[config.mk]
export PLATFORM = sky130hd
export DESIGN_NAME = kwdog_top
export DESIGN_NICKNAME = d
export VERILOG_FILES = /design/src/rtl/kwdog_pkg.sv /design/src/rtl/kwdog_keyseq.sv /design/src/rtl/kwdog_core.sv /design/src/rtl/kwdog_regs.sv /design/src/rtl/kwdog_top.sv
export SDC_FILE = /design/constraint.sdc
export NUM_CORES = 1
export LEC_CHECK = 0
export ABC_CLOCK_PERIOD_IN_PS = 3800
export BUFFER_PORTS_ARGS = -buffer_cell sky130_fd_sc_hd__buf_2
export CORE_ASPECT_RATIO = 0.75
export CORE_UTILIZATION = 47
export DETAILED_ROUTE_END_ITERATION = 8
export GPL_ROUTABILITY_DRIVEN = 0
export GPL_TIMING_DRIVEN = 1
export PLACE_DENSITY = 0.72
export SETUP_SLACK_MARGIN = 0.3
export SLEW_MARGIN = 5
export SYNTH_ARGS = -nofsm -noshare
export SYNTH_HDL_FRONTEND = slang
export SYNTH_SLANG_ARGS = --single-unit
[constraint.sdc]
create_clock -name clk -period 3.8 [get_ports clk]
set_clock_uncertainty 0.05 [all_clocks]
set_input_delay 0.19 -clock clk [delete_from_list [all_inputs] [get_ports clk]]
set_output_delay 0.19 -clock clk [all_outputs]
set_load 0.01 [all_outputs]
[src/rtl/kwdog_pkg.sv]
package kwdog_pkg;
  localparam int KEY_W = 8;
  localparam int ADDR_W = 6;

  localparam logic [KEY_W-1:0] KEY_ATTN    = 8'hA5;
  localparam logic [KEY_W-1:0] KEY_RESTART = 8'hCC;
  localparam logic [KEY_W-1:0] KEY_STOP    = 8'hDD;
  localparam logic [KEY_W-1:0] KEY_START   = 8'hEE;
  localparam logic [KEY_W-1:0] KEY_GRANT   = 8'hF1;
  localparam logic [KEY_W-1:0] KEY_LOCK    = 8'hFF;

  localparam logic [ADDR_W-1:0] A_CTRL     = 6'h00;
  localparam logic [ADDR_W-1:0] A_CTRL_SET = 6'h04;
  localparam logic [ADDR_W-1:0] A_CTRL_CLR = 6'h08;
  localparam logic [ADDR_W-1:0] A_STAT     = 6'h10;
  localparam logic [ADDR_W-1:0] A_STAT_SET = 6'h14;
  localparam logic [ADDR_W-1:0] A_STAT_CLR = 6'h18;
  localparam logic [ADDR_W-1:0] A_THR      = 6'h20;
  localparam logic [ADDR_W-1:0] A_KEY      = 6'h30;

  typedef enum logic {KS_IDLE, KS_ARMED} kstate_t;

  typedef struct packed {
    logic restart;
    logic stop;
    logic start;
    logic grant;
    logic lock;
  } kwdog_cmd_t;
endpackage

[src/rtl/kwdog_keyseq.sv]
module kwdog_keyseq
  import kwdog_pkg::*;
(
  input  logic             clk,
  input  logic             rst_n,
  input  logic             key_we,
  input  logic [KEY_W-1:0] key_val,
  input  logic             reg_try,
  output logic             armed,
  output logic             priv,
  output logic             locked,
  output kwdog_cmd_t       cmd
);
  kstate_t st_q;
  logic    hit;

  assign hit   = key_we && (st_q == KS_ARMED);
  assign armed = (st_q == KS_ARMED);

  always_comb begin
    cmd         = '0;
    cmd.restart = hit && (key_val == KEY_RESTART);
    cmd.stop    = hit && (key_val == KEY_STOP)  && !locked;
    cmd.start   = hit && (key_val == KEY_START) && !locked;
    cmd.grant   = hit && (key_val == KEY_GRANT) && !locked;
    cmd.lock    = hit && (key_val == KEY_LOCK)  && !locked;
  end

  always_ff @(posedge clk) begin
    if (!rst_n) begin
      st_q   <= KS_IDLE;
      priv   <= 1'b0;
      locked <= 1'b0;
    end else begin
      if (key_we) begin
        if (st_q == KS_IDLE && key_val == KEY_ATTN) st_q <= KS_ARMED;
        else                                        st_q <= KS_IDLE;
      end
      if (cmd.lock)       priv <= 1'b0;
      else if (cmd.grant) priv <= 1'b1;
      else if (reg_try)   priv <= 1'b0;
      if (cmd.lock) locked <= 1'b1;
    end
  end
endmodule

[src/rtl/kwdog_core.sv]
module kwdog_core
  import kwdog_pkg::*;
#(
  parameter int CNT_W = 16
)(
  input  logic             clk,
  input  logic             rst_n,
  input  kwdog_cmd_t       cmd,
  input  logic             freeze,
  input  logic [CNT_W-1:0] ewth,
  input  logic [CNT_W-1:0] rth,
  output logic [CNT_W-1:0] cnt,
  output logic             ewi_hit,
  output logic             rth_flag,
  output logic             reset_req
);
  localparam int NCMP = 2;

  logic             running;
  logic             advance;
  logic [CNT_W-1:0] cnt_nxt;
  logic [CNT_W-1:0] thr_v [NCMP];
  logic [NCMP-1:0]  match;

  assign thr_v[0] = ewth;
  assign thr_v[1] = rth;
  assign cnt_nxt  = cnt + 1'b1;
  assign advance  = running && !freeze && !cmd.restart;

  for (genvar g = 0; g < NCMP; g++) begin : g_cmp
    assign match[g] = (cnt_nxt == thr_v[g]);
  end

  assign ewi_hit  = advance && match[0];
  assign rth_flag = (cnt >= rth);

  always_ff @(posedge clk) begin
    if (!rst_n) begin
      cnt       <= '0;
      running   <= 1'b0;
      reset_req <= 1'b0;
    end else begin
      if (cmd.restart)  cnt <= '0;
      else if (advance) cnt <= cnt_nxt;
      if (cmd.stop)       running <= 1'b0;
      else if (cmd.start) running <= 1'b1;
      reset_req <= advance && match[1];
    end
  end
endmodule

[src/rtl/kwdog_regs.sv]
module kwdog_regs
  import kwdog_pkg::*;
#(
  parameter int               CNT_W     = 16,
  parameter int               UPD_DLY   = 3,
  parameter logic [CNT_W-1:0] EWTH_INIT = 16'hFFF0,
  parameter logic [CNT_W-1:0] RTH_INIT  = 16'hFFFF
)(
  input  logic               clk,
  input  logic               rst_n,
  input  logic               wr_en,
  input  logic [ADDR_W-1:0]  addr,
  input  logic [2*CNT_W-1:0] wdata,
  input  logic               ewi_hit,
  input  logic               rth_flag,
  input  logic               armed,
  input  logic               priv,
  output logic [1:0]         ctrl,
  output logic               ewi_flag,
  output logic               busy,
  output logic               thr_acc,
  output logic [CNT_W-1:0]   ewth_act,
  output logic [CNT_W-1:0]   rth_act,
  output logic [2*CNT_W-1:0] rdata
);
  localparam int DATA_W = 2 * CNT_W;
  localparam int DLY_W  = $clog2(UPD_DLY + 1);

  logic [CNT_W-1:0] ewth_stg, rth_stg;
  logic [DLY_W-1:0] dly;

  assign busy    = (dly != '0);
  assign thr_acc = wr_en && (addr == A_THR) && !busy;

  always_ff @(posedge clk) begin
    if (!rst_n) begin
      ewth_stg <= EWTH_INIT;
      rth_stg  <= RTH_INIT;
      ewth_act <= EWTH_INIT;
      rth_act  <= RTH_INIT;
      dly      <= '0;
    end else if (thr_acc) begin
      ewth_stg <= wdata[CNT_W-1:0];
      rth_stg  <= wdata[DATA_W-1:CNT_W];
      dly      <= DLY_W'(UPD_DLY);
    end else if (busy) begin
      dly <= dly - 1'b1;
      if (dly == DLY_W'(1)) begin
        ewth_act <= ewth_stg;
        rth_act  <= rth_stg;
      end
    end
  end

  always_ff @(posedge clk) begin
    if (!rst_n) begin
      ctrl <= 2'b00;
    end else if (wr_en) begin
      case (addr)
        A_CTRL:     ctrl <= wdata[1:0];
        A_CTRL_SET: ctrl <= ctrl | wdata[1:0];
        A_CTRL_CLR: ctrl <= ctrl & ~wdata[1:0];
        default:    ctrl <= ctrl;
      endcase
    end
  end

  always_ff @(posedge clk) begin
    if (!rst_n) begin
      ewi_flag <= 1'b0;
    end else if (ewi_hit) begin
      ewi_flag <= 1'b1;
    end else if (wr_en) begin
      case (addr)
        A_STAT:     ewi_flag <= wdata[2];
        A_STAT_SET: ewi_flag <= ewi_flag | wdata[2];
        A_STAT_CLR: ewi_flag <= ewi_flag & ~wdata[2];
        default:    ewi_flag <= ewi_flag;
      endcase
    end
  end

  always_comb begin
    rdata = '0;
    case (addr)
      A_CTRL:  rdata[1:0] = ctrl;
      A_STAT:  rdata[4:0] = {busy, rth_flag, ewi_flag, priv, armed};
      A_THR:   rdata      = {rth_stg, ewth_stg};
      default: rdata      = '0;
    endcase
  end
endmodule

[src/rtl/kwdog_top.sv]
module kwdog_top
  import kwdog_pkg::*;
#(
  parameter int               CNT_W     = 16,
  parameter int               UPD_DLY   = 3,
  parameter logic [CNT_W-1:0] EWTH_INIT = 16'hFFF0,
  parameter logic [CNT_W-1:0] RTH_INIT  = 16'hFFFF
)(
  input  logic                clk,
  input  logic                rst_n,
  input  logic                reg_we,
  input  logic [ADDR_W-1:0]   reg_addr,
  input  logic [2*CNT_W-1:0]  reg_wdata,
  output logic [2*CNT_W-1:0]  reg_rdata,
  input  logic                dbg_halt,
  output logic                warn_irq,
  output logic                reset_req
);
  localparam int DATA_W = 2 * CNT_W;

  logic             key_we, reg_try, wr_en, mapped;
  logic             armed, priv, locked;
  logic             ewi_hit, rth_flag, ewi_flag, busy, thr_acc, halt_frz;
  logic [1:0]       ctrl_q;
  logic [CNT_W-1:0] cnt, ewth_act, rth_act;
  kwdog_cmd_t       cmd;

  always_comb begin
    case (reg_addr)
      A_CTRL, A_CTRL_SET, A_CTRL_CLR,
      A_STAT, A_STAT_SET, A_STAT_CLR,
      A_THR:   mapped = 1'b1;
      default: mapped = 1'b0;
    endcase
  end

  assign key_we   = reg_we && (reg_addr == A_KEY);
  assign reg_try  = reg_we && mapped;
  assign wr_en    = reg_try && priv;
  assign halt_frz = ctrl_q[1] && dbg_halt;
  assign warn_irq = ewi_flag && ctrl_q[0];

  kwdog_keyseq u_keys (
    .clk(clk), .rst_n(rst_n), .key_we(key_we), .key_val(reg_wdata[KEY_W-1:0]),
    .reg_try(reg_try), .armed(armed), .priv(priv), .locked(locked), .cmd(cmd)
  );

  kwdog_core #(.CNT_W(CNT_W)) u_core (
    .clk(clk), .rst_n(rst_n), .cmd(cmd), .freeze(halt_frz),
    .ewth(ewth_act), .rth(rth_act), .cnt(cnt), .ewi_hit(ewi_hit),
    .rth_flag(rth_flag), .reset_req(reset_req)
  );

  kwdog_regs #(.CNT_W(CNT_W), .UPD_DLY(UPD_DLY), .EWTH_INIT(EWTH_INIT),
               .RTH_INIT(RTH_INIT)) u_regs (
    .clk(clk), .rst_n(rst_n), .wr_en(wr_en), .addr(reg_addr),
    .wdata(reg_wdata[DATA_W-1:0]), .ewi_hit(ewi_hit), .rth_flag(rth_flag),
    .armed(armed), .priv(priv), .ctrl(ctrl_q), .ewi_flag(ewi_flag),
    .busy(busy), .thr_acc(thr_acc), .ewth_act(ewth_act), .rth_act(rth_act),
    .rdata(reg_rdata)
  );
endmodule

==> impl_metrics.ini <==
[yosys]
ys_seq_elements = 90
ys_seq_area_share_pct = 35.9
synth_flop_cell = dfxtp_1
syn_nets = 708
yosysWarnings = 0
synth.distinct_cells = 50
syn_area_mm2 = 0.00502
syn_area_per_cell_um2 = 7.76
synth_edf_count = 0
syn_inst = 647
synthArstFlopShare_pct = 0

[pwr]
irDropWorstVdd_mv = 0.300
leakagePower_nw = 2.60
p_per_area_mw_per_mm2 = 439

[setup_path]
required_ns = 4.03
path_cells = ha_1 -> and3_1 -> nand2_1 -> nor3_1 -> xnor2_1 -> nor4_1 -> and4_1
r2r.worst_path.cells = 7
crit_path_start_kind = flip-flop
crit_family = simple AND/OR/NAND/NOR gates
critPathArrivalTime_ns = 3.39
critPathMaxStageDelay_ns = 0.69
slowest_stage = nor3_1
r2r-end = u_core.reset_req$_SDFF_PN0_
crit_path_end_kind = flip-flop
critPathKind = reg -> reg
crit-reg2reg-launch = u_core.cnt[0]$_SDFFE_PP0P_
cp_num_buf_inv = 0
cp_max_fo = 7
reg2reg_slack_ns = 0.64

[drt]
drtIter0Drc = 398
avgRoutedWirePerCell_um = 16.5
wl_um = 13800
vias = 4826
ant_nets = 0
route.detailed.drc = 0
dr.pass1.iters = 5
via_per_inst = 5.77

[layout]
nets = 757
antenna_cells = 0
n_fill_cell = 987
area_delta_synth_final_pct = 14.5
drive_above_1_share_pct = 15.3

[clocking]
cts_root_buf = clkbuf_16
clk_path_buf_depth = 2
cts_buffers = 9
htree_levels = 3
cts_tree = done
clkSlewWorstSetupHoldPaths_ns = 0.06
clk_latency_ns = 0.34
cts_sinks = 90

[sta]
min_period_ns = 3.16
grt_setup_unrepaired = no
tns_ns = 0
relSlewSlack_pct = 24.2
worst_slack_ns = 0.640
fmaxAchievable_mhz = 316
setup_violations = 0
hold_viol = 0
period_share_pct = 83.2
worstMarginPinSlew_ns = 1.14
report.final.slew_viol_count = 0

[grt]
busiest_layer = met1
antenna_found_initial = 0
grtUsageTotal_pct = 26.5
grt.met3_usage_pct = 8.54
grt_pass1_vias = 4569
grt_pass1_wl_um = 23100
grt_use_met2_pct = 37.1
grt_overflow = 0
grtUsageMet1_pct = 37.2
grt_max_degree = 60

[worst_hold_path]
min_to = u_regs.rth_stg[11]$_SDFFE_PN1P_
min-delay-start = reg_wdata[27]
hp-class = in -> reg
holdPathStages = 3

[status]
status = finished clean

[die]
rows = 32
dieHeight_um = 91.5
core_mm2 = 0.0103
ios = 76
die_w_um = 121
die_area_mm2 = 0.0111
start_util_pct = 48.6

[placement]
io_buffer_count = 75
pre_cts_slack_ns = 0.878
hpwl_um = 10200

[run]
maxCapViolCount = 0
==> placed cells by master (no fill, tap or decap), drive strengths merged, types with 2 or more instances in the layout <==
cell type / count
a311oi: 3
a31oi: 3
nand3: 42
and2: 3
nor2: 38
a21o: 3
a211o: 2
and3: 30
xnor2: 21
buf: 80
a221oi: 2
o211ai: 20
o41ai: 3
dfxtp: 90
o21a: 4
nand4: 11
a22oi: 5
o31ai: 2
mux2i: 17
o21ai: 21
xor2: 24
nor4: 8
or2: 2
nor3: 10
or3: 8
nand2: 121
ha: 19
o31a: 2
o221a: 2
inv: 30
nor4bb: 2
clkbuf: 9
and4: 3
a211oi: 4
nand2b: 3
nor2b: 6
clkinv: 3
a21oi: 34
==> synthesized netlist by cell type (3+ instances only) <==
cell type,n,area share [%]
o21a_1,4,0.60
o21ai_0,21,2.1
mux2i_1,17,3.4
nor2b_1,6,0.75
a31oi_1,3,0.37
inv_1,28,2.1
a21oi_1,34,3.4
and4_1,3,0.52
dfxtp_1,90,36
a211oi_1,4,0.60
a21o_1,3,0.45
and3_1,30,3.7
xor2_1,24,4.2
nand3_1,42,4.2
nand2_1,119,8.9
nand2b_1,3,0.37
nand4_1,11,1.4
a22oi_1,5,0.75
nor2_1,38,2.8
clkbuf_1,37,2.8
o41ai_1,3,0.52
buf_2,3,0.30
nor3_1,10,1.0
o211ai_1,20,3.0
xnor2_1,21,3.7
ha_1,19,4.7
or3_1,8,1.0
nor4_1,8,1.0
==> layout make-up <==
type                            instances  area (µm²)  area share, %
Multi-Input combinational cell        486        2950           51.4
Clock inverter                          6        66.3           1.15
Sequential cell                        90        1800           31.4
Inverter                               28         105           1.83
Tap cell                              136         170           2.96
Clock buffer                            9         225           3.92
Timing Repair Buffer                   81         423           7.36
==> registers in the layout, indices dropped and copies added (netlist names) <==
signal and count:
u_core.running 1, u_keys.armed 1, u_regs.ewth_act 16, u_keys.locked 1, u_regs.ctrl 2, u_keys.priv 1, u_regs.rth_stg 16, u_regs.ewth_stg 16
u_regs.dly 2, u_regs.ewi_flag 1, u_core.cnt 16, u_core.reset_req 1, u_regs.rth_act 16
==> report_power, final <==
part / total (W) / internal [W] / switching, W
clock network: 0.000877 / 0.000509 / 0.000368
logic: 0.000564 / 0.000219 / 0.000345
registers: 0.00108 / 0.00103 / 0.0000561
==> worst reg2reg max path: stages, from the launching register on <==
cell,delay (ns)
dfxtp_1,0.52
ha_1,0.40
and3_1,0.36
nand2_1,0.20
nor3_1,0.69
xnor2_1,0.15
nor4_1,0.47
and4_1,0.27
==> per-layer routing <==
layer	vias up	wire [µm]
met5	-	0
met1	2189	6350
met2	243	5650
met3	44	1430
li1	2350	-
met4	0	352
==> metrics by stage <==
stage | hold WS [ns] | instances | power (W) | instance area (µm²) | utilization, %
6_report | 0.00529 | 836 | 0.00252 | 5750 | 55.6
3_3_place_gp | 0.348 | 820 | 0.00164 | 5440 | 52.7
3_5_place_dp | 0.354 | 820 | 0.00166 | 5440 | 52.7
2_1_floorplan | 0.264 | 647 | 0.00150 | 5020 | -
5_1_grt | 0.00113 | 836 | 0.00267 | 5750 | 55.6
4_1_cts | 0.000699 | 836 | 0.00253 | 5750 | 55.6
==> worst max-delay path by stage <==
stage / start / endpoint / slack (ns) / cells after the start
finish: u_core.cnt[0]$_SDFFE_PP0P_ / u_core.reset_req$_SDFF_PN0_ / 0.64 / 7
global route: u_core.cnt[0]$_SDFFE_PP0P_ / u_core.reset_req$_SDFF_PN0_ / 0.58 / 7
CTS: u_core.cnt[0]$_SDFFE_PP0P_ / u_core.reset_req$_SDFF_PN0_ / 0.85 / 7
detailed placement: u_core.cnt[0]$_SDFFE_PP0P_ / u_core.reset_req$_SDFF_PN0_ / 0.88 / 7
global placement: u_core.cnt[0]$_SDFFE_PP0P_ / u_core.reset_req$_SDFF_PN0_ / 0.81 / 7
floorplan: reg_addr[3] / u_core.reset_req$_SDFF_PN0_ / 1.24 / 10
==> logic make-up after synthesis <==
group | synth area share, %
xor+xnor | 7.85
flops | 35.9
mux | 3.39
buf+inv | 5.53
simple gates | 27.8
compound gates | 14.8
fa+ha+maj | 4.74
==> timing repair <==
action,in CTS,in global routing
hold buffers,1,0
hold endpoints to repair,1,0
buffers inserted,0,0
resized for setup,0,0
(Power assumes the default switching activity.)
